[src/rtl/sertx_pkg.sv]
package sertx_pkg;

   // Shifter sequencing state
   typedef enum logic [0:0] {
      SH_IDLE = 1'b0,
      SH_BUSY = 1'b1
   } sh_state_e;

   // Number of bit slots in one frame: start + data + stop
   function automatic int unsigned frame_slots(input int unsigned data_w);
      return data_w + 2;
   endfunction

endpackage

[src/rtl/sertx_tick.sv]
module sertx_tick #(
   parameter int unsigned DIV_W       = 12,
   parameter int unsigned SYNC_STAGES = 2,
   parameter bit          HAS_EXT     = 1'b1
) (
   input  logic             clk,
   input  logic             rst_n,
   input  logic             ext_sel,
   input  logic [DIV_W-1:0] div,
   input  logic             sck_in,
   output logic             tick,
   output logic             sck_out,
   output logic             sck_oe
);

   // internal divider
   logic [DIV_W-1:0] cnt_q;
   logic             int_tick;
   logic [DIV_W:0]   half_w;
   logic             sck_q;

   assign int_tick = (cnt_q >= div);
   assign half_w   = ({1'b0, div} + {{DIV_W{1'b0}}, 1'b1}) >> 1;

   always_ff @(posedge clk or negedge rst_n) begin
      if (!rst_n) begin
         cnt_q <= '0;
         sck_q <= 1'b0;
      end else begin
         if (int_tick) cnt_q <= '0;
         else          cnt_q <= cnt_q + 1'b1;
         sck_q <= ({1'b0, cnt_q} < half_w);
      end
   end

   generate
      if (HAS_EXT) begin : g_ext
         logic [SYNC_STAGES-1:0] sync_q;
         logic                   prev_q;
         logic                   ext_tick;

         for (genvar s = 0; s < SYNC_STAGES; s++) begin : g_sync
            always_ff @(posedge clk or negedge rst_n) begin
               if (!rst_n) sync_q[s] <= 1'b0;
               else if (s == 0) sync_q[s] <= sck_in;
               else sync_q[s] <= sync_q[(s == 0) ? 0 : s-1];
            end
         end

         always_ff @(posedge clk or negedge rst_n) begin
            if (!rst_n) prev_q <= 1'b0;
            else        prev_q <= sync_q[SYNC_STAGES-1];
         end

         assign ext_tick = sync_q[SYNC_STAGES-1] & ~prev_q;
         assign tick     = ext_sel ? ext_tick : int_tick;
         assign sck_out  = ext_sel ? 1'b0 : sck_q;
         assign sck_oe   = ~ext_sel;
      end else begin : g_int_only
         logic unused_w;
         assign unused_w = ext_sel ^ sck_in;
         assign tick     = int_tick;
         assign sck_out  = sck_q;
         assign sck_oe   = 1'b1;
      end
   endgenerate

endmodule

[src/rtl/sertx_fifo.sv]
module sertx_fifo #(
   parameter int unsigned W     = 8,
   parameter int unsigned DEPTH = 16
) (
   input  logic                         clk,
   input  logic                         rst_n,
   input  logic                         clr,
   input  logic                         wr_en,
   input  logic [W-1:0]                 wr_data,
   input  logic                         rd_en,
   output logic [W-1:0]                 rd_data,
   output logic                         full,
   output logic                         empty,
   output logic [$clog2(DEPTH+1)-1:0]   count
);

   localparam int unsigned AW = $clog2(DEPTH);
   localparam int unsigned CW = $clog2(DEPTH+1);

   logic [W-1:0]  mem_q [DEPTH];
   logic [AW-1:0] wr_ptr_q, rd_ptr_q;
   logic [CW-1:0] cnt_q;
   logic          push, pop;

   assign full    = (cnt_q == CW'(DEPTH));
   assign empty   = (cnt_q == '0);
   assign push    = wr_en && !full && !clr;
   assign pop     = rd_en && !empty && !clr;
   assign rd_data = mem_q[rd_ptr_q];
   assign count   = cnt_q;

   always_ff @(posedge clk) begin
      if (push) mem_q[wr_ptr_q] <= wr_data;
   end

   always_ff @(posedge clk or negedge rst_n) begin
      if (!rst_n) begin
         wr_ptr_q <= '0;
         rd_ptr_q <= '0;
         cnt_q    <= '0;
      end else if (clr) begin
         wr_ptr_q <= '0;
         rd_ptr_q <= '0;
         cnt_q    <= '0;
      end else begin
         if (push) wr_ptr_q <= wr_ptr_q + 1'b1;
         if (pop)  rd_ptr_q <= rd_ptr_q + 1'b1;
         case ({push, pop})
            2'b10:   cnt_q <= cnt_q + 1'b1;
            2'b01:   cnt_q <= cnt_q - 1'b1;
            default: cnt_q <= cnt_q;
         endcase
      end
   end

endmodule

[src/rtl/sertx_shifter.sv]
module sertx_shifter
   import sertx_pkg::*;
#(
   parameter int unsigned W   = 8,
   parameter int unsigned OVS = 16
) (
   input  logic         clk,
   input  logic         rst_n,
   input  logic         tx_en,
   input  logic         tick,
   input  logic         fifo_empty,
   input  logic [W-1:0] fifo_data,
   output logic         pop,
   output logic         txd,
   output logic         frame_done
);

   localparam int unsigned SLOTS    = frame_slots(W);
   localparam int unsigned IDX_W    = $clog2(SLOTS);
   localparam int unsigned SUB_W    = $clog2(OVS);
   localparam int unsigned STOP_IDX = SLOTS - 1;

   sh_state_e        state_q;
   logic [W-1:0]     shreg_q;
   logic [IDX_W-1:0] idx_q;
   logic [SUB_W-1:0] sub_q;
   logic             txd_q;
   logic             slot_end, last_tick, launch;

   assign slot_end   = (state_q == SH_BUSY) && tick && (sub_q == SUB_W'(OVS-1));
   assign last_tick  = slot_end && (idx_q == IDX_W'(STOP_IDX));
   assign launch     = tx_en && tick && !fifo_empty &&
                       ((state_q == SH_IDLE) || last_tick);
   assign pop        = launch;
   assign frame_done = tx_en && last_tick;
   assign txd        = txd_q;

   always_ff @(posedge clk or negedge rst_n) begin
      if (!rst_n) begin
         state_q <= SH_IDLE;
         shreg_q <= '0;
         idx_q   <= '0;
         sub_q   <= '0;
         txd_q   <= 1'b1;
      end else if (!tx_en) begin
         state_q <= SH_IDLE;
         shreg_q <= '0;
         idx_q   <= '0;
         sub_q   <= '0;
         txd_q   <= 1'b1;
      end else if (launch) begin
         state_q <= SH_BUSY;
         shreg_q <= fifo_data;
         idx_q   <= '0;
         sub_q   <= '0;
         txd_q   <= 1'b0;
      end else if ((state_q == SH_BUSY) && tick) begin
         if (slot_end) begin
            sub_q <= '0;
            if (last_tick) begin
               state_q <= SH_IDLE;
               idx_q   <= '0;
               txd_q   <= 1'b1;
            end else begin
               idx_q <= idx_q + 1'b1;
               if (idx_q == IDX_W'(W)) begin
                  txd_q <= 1'b1;
               end else begin
                  txd_q   <= shreg_q[0];
                  shreg_q <= shreg_q >> 1;
               end
            end
         end else begin
            sub_q <= sub_q + 1'b1;
         end
      end
   end

endmodule

[src/rtl/sertx_top.sv]
module sertx_top #(
   parameter int unsigned DATA_W      = 8,
   parameter int unsigned DEPTH       = 16,
   parameter int unsigned DIV_W       = 12,
   parameter int unsigned OVS         = 16,
   parameter int unsigned SYNC_STAGES = 2,
   parameter bit          HAS_EXT     = 1'b1,
   localparam int unsigned CNT_W      = $clog2(DEPTH+1)
) (
   input  logic              clk,
   input  logic              rst_n,
   input  logic              tx_en,
   input  logic              fifo_clr,
   input  logic              ext_clk_sel,
   input  logic [DIV_W-1:0]  baud_div,
   input  logic              wr_valid,
   input  logic [DATA_W-1:0] wr_data,
   input  logic              sck_in,
   output logic              sck_out,
   output logic              sck_oe,
   output logic              txd,
   output logic              tx_end,
   output logic              fifo_full,
   output logic              fifo_empty,
   output logic [CNT_W-1:0]  fifo_count
);

   generate
      if (DEPTH < 2 || (DEPTH & (DEPTH-1)) != 0) begin : g_bad_depth
         $error("sertx_top: DEPTH must be a power of two of at least 2");
      end
      if (OVS < 2 || (OVS & (OVS-1)) != 0) begin : g_bad_ovs
         $error("sertx_top: OVS must be a power of two of at least 2");
      end
      if (SYNC_STAGES < 2) begin : g_bad_sync
         $error("sertx_top: SYNC_STAGES must be at least 2");
      end
      if (DATA_W < 1 || DIV_W < 1) begin : g_bad_width
         $error("sertx_top: DATA_W and DIV_W must be positive");
      end
   endgenerate

   logic              tick;
   logic              pop;
   logic              frame_done;
   logic [DATA_W-1:0] head_data;
   logic              wr_accept;
   logic              end_q;

   sertx_tick #(
      .DIV_W       (DIV_W),
      .SYNC_STAGES (SYNC_STAGES),
      .HAS_EXT     (HAS_EXT)
   ) u_tick (
      .clk     (clk),
      .rst_n   (rst_n),
      .ext_sel (ext_clk_sel),
      .div     (baud_div),
      .sck_in  (sck_in),
      .tick    (tick),
      .sck_out (sck_out),
      .sck_oe  (sck_oe)
   );

   sertx_fifo #(
      .W     (DATA_W),
      .DEPTH (DEPTH)
   ) u_fifo (
      .clk     (clk),
      .rst_n   (rst_n),
      .clr     (fifo_clr),
      .wr_en   (wr_valid),
      .wr_data (wr_data),
      .rd_en   (pop),
      .rd_data (head_data),
      .full    (fifo_full),
      .empty   (fifo_empty),
      .count   (fifo_count)
   );

   sertx_shifter #(
      .W   (DATA_W),
      .OVS (OVS)
   ) u_shift (
      .clk        (clk),
      .rst_n      (rst_n),
      .tx_en      (tx_en),
      .tick       (tick),
      .fifo_empty (fifo_empty),
      .fifo_data  (head_data),
      .pop        (pop),
      .txd        (txd),
      .frame_done (frame_done)
   );

   // end flag: a write accepted while enabled wins over a completion
   assign wr_accept = wr_valid && tx_en && !fifo_full && !fifo_clr;

   always_ff @(posedge clk or negedge rst_n) begin
      if (!rst_n)                       end_q <= 1'b1;
      else if (wr_accept)               end_q <= 1'b0;
      else if (frame_done && !pop)      end_q <= 1'b1;
   end

   assign tx_end = end_q;

endmodule

[config.mk]
export PLATFORM = sky130hd
export DESIGN_NAME = sertx_top
export DESIGN_NICKNAME = d
export VERILOG_FILES = /design/src/rtl/sertx_pkg.sv /design/src/rtl/sertx_tick.sv /design/src/rtl/sertx_fifo.sv /design/src/rtl/sertx_shifter.sv /design/src/rtl/sertx_top.sv
export SDC_FILE = /design/constraint.sdc
export NUM_CORES = 1
export LEC_CHECK = 0
export BUFFER_PORTS_ARGS = -buffer_cell sky130_fd_sc_hd__buf_4
export CORE_MARGIN = 3
export CORE_UTILIZATION = 55
export DETAILED_ROUTE_END_ITERATION = 8
export PLACE_DENSITY = 0.75
export SYNTH_ARGS = -nofsm -noshare
export SYNTH_HDL_FRONTEND = slang
export SYNTH_SLANG_ARGS = --single-unit
[constraint.sdc]
create_clock -name clk -period 8.9 [get_ports clk]
set_input_delay 0.445 -clock clk [delete_from_list [all_inputs] [get_ports clk]]
set_output_delay 0.445 -clock clk [all_outputs]
set_load 0.02 [all_outputs]
Yosys cells after proc, flatten, opt, wreduce, memory -nomap -nowiden
Memory sizes are Yosys's and may differ from the RTL's.
Index checks and enable logic that the tools add are counted.
{"block": "word_totals", "register_bits": 48, "ram_bits": 128, "inputBits": 27, "out_inout_bits": 11, "elab_cells": 107, "mem_count": 1}
{"block": "op_classes", "addsub": 8, "n_lt_le_gt_ge": 2, "eq_ne": 11, "mux": 39, "bitwise_logic": 4, "reduce_logical": 28}
{"name": "u_fifo.mem_q", "depth": 16, "word_bits": 8, "rd": 1, "rd_ports_with_merged_regs": 0, "wr": 1, "line_no": "sertx_fifo.sv:20", "text": "logic [W-1:0] mem_q [DEPTH];"}
{"cell": "4-bit two-way mux", "count": 13}
{"cell": "8-bit two-way mux", "count": 6}
{"cell": "1-bit two-way mux", "count": 17}
{"cell": "4-bit by 1-bit adder with 4-bit output, second input constant", "count": 4}
{"cell": "1-bit logical AND", "count": 15}
{"cell": "12-bit by 1-bit adder with 13-bit output, second input constant", "count": 1}
{"cell": "12-bit by 1-bit adder with 12-bit output, second input constant", "count": 1}
{"cell": "4-bit == test, second input constant", "count": 3}
{"cell": "12-bit greater-or-equal comparator", "count": 1}
{"cell": "12-bit less-than comparator", "count": 1}
{"cell": "12-bit two-way mux", "count": 1}
{"cell": "5-bit one-hot mux with 2 select lines", "count": 1}
{"cell": "3-bit by 1-bit != test with 1-bit output, second input constant", "count": 3}
{"cell": "3-bit != test, second input constant", "count": 2}
{"cell": "2-bit nonzero test", "count": 3}
{"cell": "5-bit by 1-bit adder with 5-bit output, second input constant", "count": 1}
{"cell": "5-bit == test, second input constant", "count": 1}
{"cell": "5-bit zero test", "count": 1}
{"cell": "5-bit two-way mux", "count": 1}
{"cell": "5-bit by 1-bit subtractor with 5-bit output, second input constant", "count": 1}
{"cell": "1-bit zero test", "count": 4}
{"cell": "4-bit AND reduction", "count": 1}
{"cell": "1-bit inverter", "count": 3}
{"cell": "3-bit AND reduction", "count": 1}
{"cell": "6 further kinds", "count": 6}

Longest topological paths before layout
{"block": "logic_depth", "word_depth": 13, "mapped_depth": 14, "depth_no_buf": 13}

Modules after synthesis
Synthesis repeated with hierarchy kept, for this count alone.
{"block": "hier_totals", "hier_cells": 602, "area_unflattened_um2": 8373.0}
{"mod": "sertx_fifo", "instances": 1, "cells_per_inst": 357, "area_each_um2": 5858.1, "seq_area_each_um2": 4169.0}
{"mod": "sertx_tick", "instances": 1, "cells_per_inst": 153, "area_each_um2": 1475.2, "seq_area_each_um2": 400.4}
{"mod": "sertx_shifter", "instances": 1, "cells_per_inst": 88, "area_each_um2": 993.5, "seq_area_each_um2": 451.7}
{"mod": "sertx_top", "instances": 1, "cells_per_inst": 4, "area_each_um2": 46.3, "seq_area_each_um2": 26.3}

Worst setup path after synthesis
OpenSTA, ideal clock, no wires.
{"block": "synth_path", "kind": "in2reg", "start": "in baud_div[0]", "end": "reg u_fifo.cnt_q[4] (netlist: u_fifo.count[4])", "setup_ns": 0.132, "t_arrival_ns": 3.025, "required_ns": 8.768, "path_slack_ns": 5.743, "cell_stages": 13, "path_buffers": 1, "path_cell_list": "ha_1 > nand2b_1 > a2111o_1 > a2111oi_4 > o31a_1 > buf_2 > nor3_4 > xor2_1 > ha_1 > o31a_1 > o32ai_2 > xnor2_1 > nor2_1"}
{"block": "synth_between", "elab_chain_len": 12, "word_cells_on_any_way": 16, "classes_between": "order compare (1); eq/ne (2); mux (3); reduce/logical (10)"}
{"item": "start: declaration", "line_no": "sertx_top.sv:15", "text": "input logic [DIV_W-1:0] baud_div,"}
{"item": "12-bit greater-or-equal comparator *", "line_no": "sertx_tick.sv:22", "text": "assign int_tick = (cnt_q >= div);"}
{"item": "1-bit two-way mux *", "line_no": "sertx_tick.sv:56", "text": "assign tick = ext_sel ? ext_tick : int_tick;"}
{"item": "1-bit logical AND (2 in a row)", "line_no": "sertx_shifter.sv:30", "text": "assign slot_end = (state_q == SH_BUSY) && tick && (sub_q == SUB_W'(OVS-1));"}
{"item": "1-bit logical AND", "line_no": "sertx_shifter.sv:31", "text": "assign last_tick = slot_end && (idx_q == IDX_W'(STOP_IDX));"}
{"item": "1-bit logical OR", "line_no": "sertx_shifter.sv:33", "text": "((state_q == SH_IDLE) || last_tick);"}
{"item": "1-bit logical AND *", "line_no": "sertx_shifter.sv:32", "text": "assign launch = tx_en && tick && !fifo_empty &&"}
{"item": "1-bit logical AND * (2 in a row)", "line_no": "sertx_fifo.sv:28", "text": "assign pop = rd_en && !empty && !clr;"}
{"item": "2-bit by 1-bit == test with 1-bit output or 2-bit == test (tied branches)", "line_no": "sertx_fifo.sv:48", "text": "case ({push, pop})"}
{"item": "5-bit one-hot mux with 2 select lines", "line_no": "sertx_fifo.sv:48"}
{"item": "5-bit two-way mux", "line_no": "sertx_fifo.sv:41", "text": "end else if (clr) begin"}
{"item": "end signal: assignment", "line_no": "sertx_fifo.sv:49", "text": "2'b10: cnt_q <= cnt_q + 1'b1;"}
{"item": "end signal: assignment", "line_no": "sertx_fifo.sv:50", "text": "2'b01: cnt_q <= cnt_q - 1'b1;"}
{"item": "end signal: assignment", "line_no": "sertx_fifo.sv:51", "text": "default: cnt_q <= cnt_q;"}
{"item": "end: declaration", "line_no": "sertx_fifo.sv:22", "text": "logic [CW-1:0] cnt_q;"}
Mark *: on every way between the ends. The rest lies on a longest branch, timed or not.
A chain may end at the register's enable or synchronous reset.

Final worst setup path
{"block": "layout_path", "start": "reg u_tick.cnt_q[0]", "end": "reg u_fifo.cnt_q[4] (netlist: u_fifo.count[4])"}
{"block": "layout_between", "elab_chain_len": 12, "word_cells_on_any_way": 16, "classes_between": "order compare (1); eq/ne (2); mux (3); reduce/logical (10)"}
{"item": "start: declaration", "line_no": "sertx_tick.sv:17", "text": "logic [DIV_W-1:0] cnt_q;"}
{"item": "start signal: assignment", "line_no": "sertx_tick.sv:31", "text": "else cnt_q <= cnt_q + 1'b1;"}
{"item": "12-bit greater-or-equal comparator *", "line_no": "sertx_tick.sv:22"}
{"item": "1-bit two-way mux *", "line_no": "sertx_tick.sv:56"}
{"item": "1-bit logical AND (2 in a row)", "line_no": "sertx_shifter.sv:30"}
{"item": "1-bit logical AND", "line_no": "sertx_shifter.sv:31"}
{"item": "1-bit logical OR", "line_no": "sertx_shifter.sv:33"}
{"item": "1-bit logical AND *", "line_no": "sertx_shifter.sv:32"}
{"item": "1-bit logical AND * (2 in a row)", "line_no": "sertx_fifo.sv:28"}
{"item": "2-bit by 1-bit == test with 1-bit output or 2-bit == test (tied branches)", "line_no": "sertx_fifo.sv:48"}
{"item": "5-bit one-hot mux with 2 select lines", "line_no": "sertx_fifo.sv:48"}
{"item": "5-bit two-way mux", "line_no": "sertx_fifo.sv:41"}
Marks and branches as above.

==> flow_summary.json <==
{
  "worstPathRequired_ns": 9.21,
  "vias": 5004,
  "design.final.nets": 689,
  "portBuffers": 37,
  "synth.net_count": 652,
  "synth_top_area_share_pct": 47.3,
  "instances_no_fill": 819,
  "utilization_pct": 64.7,
  "grt-ovfl-total": 0,
  "most_common_cell_after_layout_fill_and_taps_aside": "sky130_fd_sc_hd__edfxtp_1",
  "syn_area_per_cell_sq_um": 13.8,
  "cts.root.buffer_cell": "sky130_fd_sc_hd__clkbuf_16",
  "post_cts_buffers": 0,
  "asyncSetResetFlopFracSynth_pct": 27.3,
  "detail_route.iter0.violations": 379,
  "power.leakage_nw": 3.41,
  "worstSetupStartpointType": "register",
  "placedCellCount": 787,
  "synth_area_leaders": "sky130_fd_sc_hd__edfxtp_1 47%, sky130_fd_sc_hd__dfrtp_1 14%, sky130_fd_sc_hd__ha_1 5.5%, sky130_fd_sc_hd__mux2i_1 5.0%, sky130_fd_sc_hd__mux4_2 4.4%",
  "initial_utilization_pct": 57.4,
  "clk_transition_reported_paths_ns": 0.07,
  "drt-wirelength-per-cell_um": 20.7,
  "clock_tree.buffer_depth": 2,
  "drtPass1Iterations": 7,
  "drv_slew": 0,
  "worst_voltage_drop_across_the_vdd_grid_uv": 121,
  "path_cells": "inv_1 > ha_1 > nand2b_1 > a2111o_1 > a2111oi_4 > o31a_1 > nor3_4 > xor2_1 > ha_1 > o31a_1 > o32ai_2 > xnor2_1 > nor2_1",
  "yosys_most_used_dff": "sky130_fd_sc_hd__edfxtp_1",
  "cts_made_buffers": 17,
  "placementRows": 43,
  "gpl.final_weighted_congestion": 0.794,
  "die-width_um": 128,
  "drv_cap": 0,
  "grt_util_all_layers_pct": 22.3,
  "hp-class": "primary input to async pin",
  "post_cts_hold_buffer_count": 0,
  "outcome": "finished clean",
  "final-setup-viol-count": 0,
  "worst_hold_slack_ns": 0.0231,
  "route.detailed.vias_per_inst": 6.11,
  "synth_enable_flop_cells": 128,
  "p_per_area_nw_per_um2": 205,
  "mappedNetlistArea_sq_um": 8130,
  "crit_path_max_delay_cell_type": "sky130_fd_sc_hd__o31a_1",
  "grt_pass1_vias": 5064,
  "timing.critical_path.buf_inv": 1,
  "netlist-cell-type-count": 51,
  "worst_ep_arrival_time_ns": 4.03,
  "synth-seq-cells": 176,
  "post-route-drc-count": 0,
  "grt_first_pass_wirelength_um": 27500,
  "die_y_um": 128,
  "period_share_pct": 41.8,
  "final_layout_size_suffix_gt1_share_pct": 15.3,
  "clkLatencyLatePin_ns": 0.43,
  "power.total_mw": 1.88,
  "most-common-layout-cells": "128 x sky130_fd_sc_hd__edfxtp_1, 52 x sky130_fd_sc_hd__nor2_1, 47 x sky130_fd_sc_hd__nand2_1, 45 x sky130_fd_sc_hd__dfrtp_1, 42 x sky130_fd_sc_hd__buf_4",
  "grt_max_degree": 49,
  "cts_repair_resize_count": 0,
  "power.share.sequential_pct": 50.4,
  "internal_power_mw": 1.42,
  "comb_power_share_pct": 9.9,
  "setup_total_negative_slack_ns": 0,
  "synth-warning-count": 0,
  "final_critical_path_required_period_ns": 3.72,
  "floorplan.core_area_sq_um": 14100,
  "synth_top_area_cell": "sky130_fd_sc_hd__edfxtp_1",
  "clock_power_share_pct": 39.7,
  "clock_skew_ns": 0.0112,
  "cts_tree": "done",
  "antenna_found_initial": 0,
  "delay_heaviest_family_cp": "compound AO/OA/AOI/OAI gates",
  "worst_slew_margin_rel_pct": 31.1,
  "grt_setup_unrepaired": "no",
  "cts_num_sinks": 176,
  "maxClockFrequency_ghz": 0.269,
  "power.share.switching_pct": 24.3,
  "detailed_place_hpwl_um": 11200,
  "syn_inst": 589,
  "detail-route-antenna-nets": 0,
  "synth.yosys.seq_area_share_pct": 62.1,
  "fp.dieArea_sq_um": 16300,
  "worst_slew_pin_slew_ns": 1.03,
  "p_sw_mw": 0.455,
  "hold_viol": 0,
  "setup.worst_path.class": "register to register",
  "crit_path_end_kind": "register",
  "cpPeakStageDelay_ns": 0.66,
  "drt-total-wl_um": 17000,
  "antenna_cells_inserted": 0,
  "worstPathMaxFanout": 17,
  "cts_max_level": 4,
  "top_ports": 38,
  "area_growth_pct": 12.7
}
## cell type report
type / count / area (sq um)
tap: 180 / 225
inverter: 27 / 101
sequential: 176 / 5050
clock buffer: 20 / 447
timing repair buffer: 42 / 315
clock inverter: 12 / 149
fill: 1006 / 4990
multi-input combinational: 362 / 2870
## registers in the layout (all words and copies together), names as in the netlist, 2 cells and up
name and count:
u_tick.g_ext.sync_q 2, u_fifo.rd_ptr_q 4, u_shift.shreg_q 8, u_shift.idx_q 4, u_fifo.wr_ptr_q 4, u_fifo.count 5
u_fifo.mem_q 128, u_tick.cnt_q 12, u_shift.sub_q 4
## logic make-up (layout without fill, tap and decap cells)
family / Yosys count / count (layout) / synth area share, %
adders and majority gates: 36 / 36 / 5.54
AOI/OAI and AO/OA: 79 / 79 / 7.50
xor gates and xnor gates: 36 / 36 / 3.88
buffers and inverters: 51 / 101 / 2.59
and+or+nand+nor: 154 / 154 / 8.93
muxes: 57 / 57 / 9.48
DFF: 176 / 176 / 62.1
## path summary, 6_finish.rpt
path / startpoint / to / slack (ns) / cells past startpoint
worst max-delay path: u_tick.cnt_q[0] / u_fifo.count[4] / 5.18 / 13
worst min-delay path: rst_n / u_fifo.wr_ptr_q[0] / 0.02 / 1
worst max register to register: u_tick.cnt_q[0] / u_fifo.count[4] / 5.18 / 13
worst min register to register: u_tick.g_ext.sync_q[0] / u_tick.g_ext.sync_q[1] / 0.36 / 0
max in group asynchronous: rst_n / u_fifo.rd_ptr_q[0] / 8.45 / 1
min in group clk: sck_in / u_tick.g_ext.sync_q[0] / 0.13 / 1
## power by group through the flow
stage / sequential [mW] / clock, mW / combinational, mW
2_1_floorplan: 0.949 / 0 / 0.127
3_3_place_gp: 0.958 / 0 / 0.178
3_5_place_dp: 0.962 / 0 / 0.188
4_1_cts: 0.946 / 0.751 / 0.190
5_1_grt: 0.950 / 0.786 / 0.213
6_report: 0.945 / 0.745 / 0.186
## worst reg2reg max path: stages, from the launching register on
cell and delay (ns):
sky130_fd_sc_hd__dfrtp_1 0.44, sky130_fd_sc_hd__inv_1 0.06, sky130_fd_sc_hd__ha_1 0.26, sky130_fd_sc_hd__nand2b_1 0.14
sky130_fd_sc_hd__a2111o_1 0.44, sky130_fd_sc_hd__a2111oi_4 0.39, sky130_fd_sc_hd__o31a_1 0.66, sky130_fd_sc_hd__nor3_4 0.11
sky130_fd_sc_hd__xor2_1 0.17, sky130_fd_sc_hd__ha_1 0.23, sky130_fd_sc_hd__o31a_1 0.26, sky130_fd_sc_hd__o32ai_2 0.24
sky130_fd_sc_hd__xnor2_1 0.15, sky130_fd_sc_hd__nor2_1 0.05
## cell usage after synthesis, types with 6 or more instances
master / instances
sky130_fd_sc_hd__edfxtp_1: 128
sky130_fd_sc_hd__nor2_1: 52
sky130_fd_sc_hd__nand2_1: 47
sky130_fd_sc_hd__dfrtp_1: 46
sky130_fd_sc_hd__mux2i_1: 41
sky130_fd_sc_hd__ha_1: 36
sky130_fd_sc_hd__inv_1: 27
sky130_fd_sc_hd__o221ai_1: 24
sky130_fd_sc_hd__xnor2_1: 24
sky130_fd_sc_hd__nand3_1: 17
sky130_fd_sc_hd__mux4_2: 16
sky130_fd_sc_hd__clkbuf_1: 13
sky130_fd_sc_hd__xor2_1: 12
sky130_fd_sc_hd__a21oi_1: 10
sky130_fd_sc_hd__o22ai_1: 9
sky130_fd_sc_hd__o21ai_0: 8
sky130_fd_sc_hd__and3_1: 6
sky130_fd_sc_hd__buf_2: 6
sky130_fd_sc_hd__nand2b_1: 6
## metrics by stage
stage / setup slack [ns] / instance area, sq um
after floorplan: 5.74 / 8130
after global placement: 5.16 / 8560
after detailed placement: 5.07 / 8560
after CTS: 5.15 / 9160
after global routing: 4.97 / 9160
final: 5.18 / 9160
## per-layer routing
layer	up-vias	global-route usage [%]	share of wire, %
met3	41	3.51	6.5
met2	196	38.0	51
li1	2295	-	-
met1	2472	29.6	40
met5	-	0	0
met4	0	7.43	2.7
(Power assumes the default switching activity.)
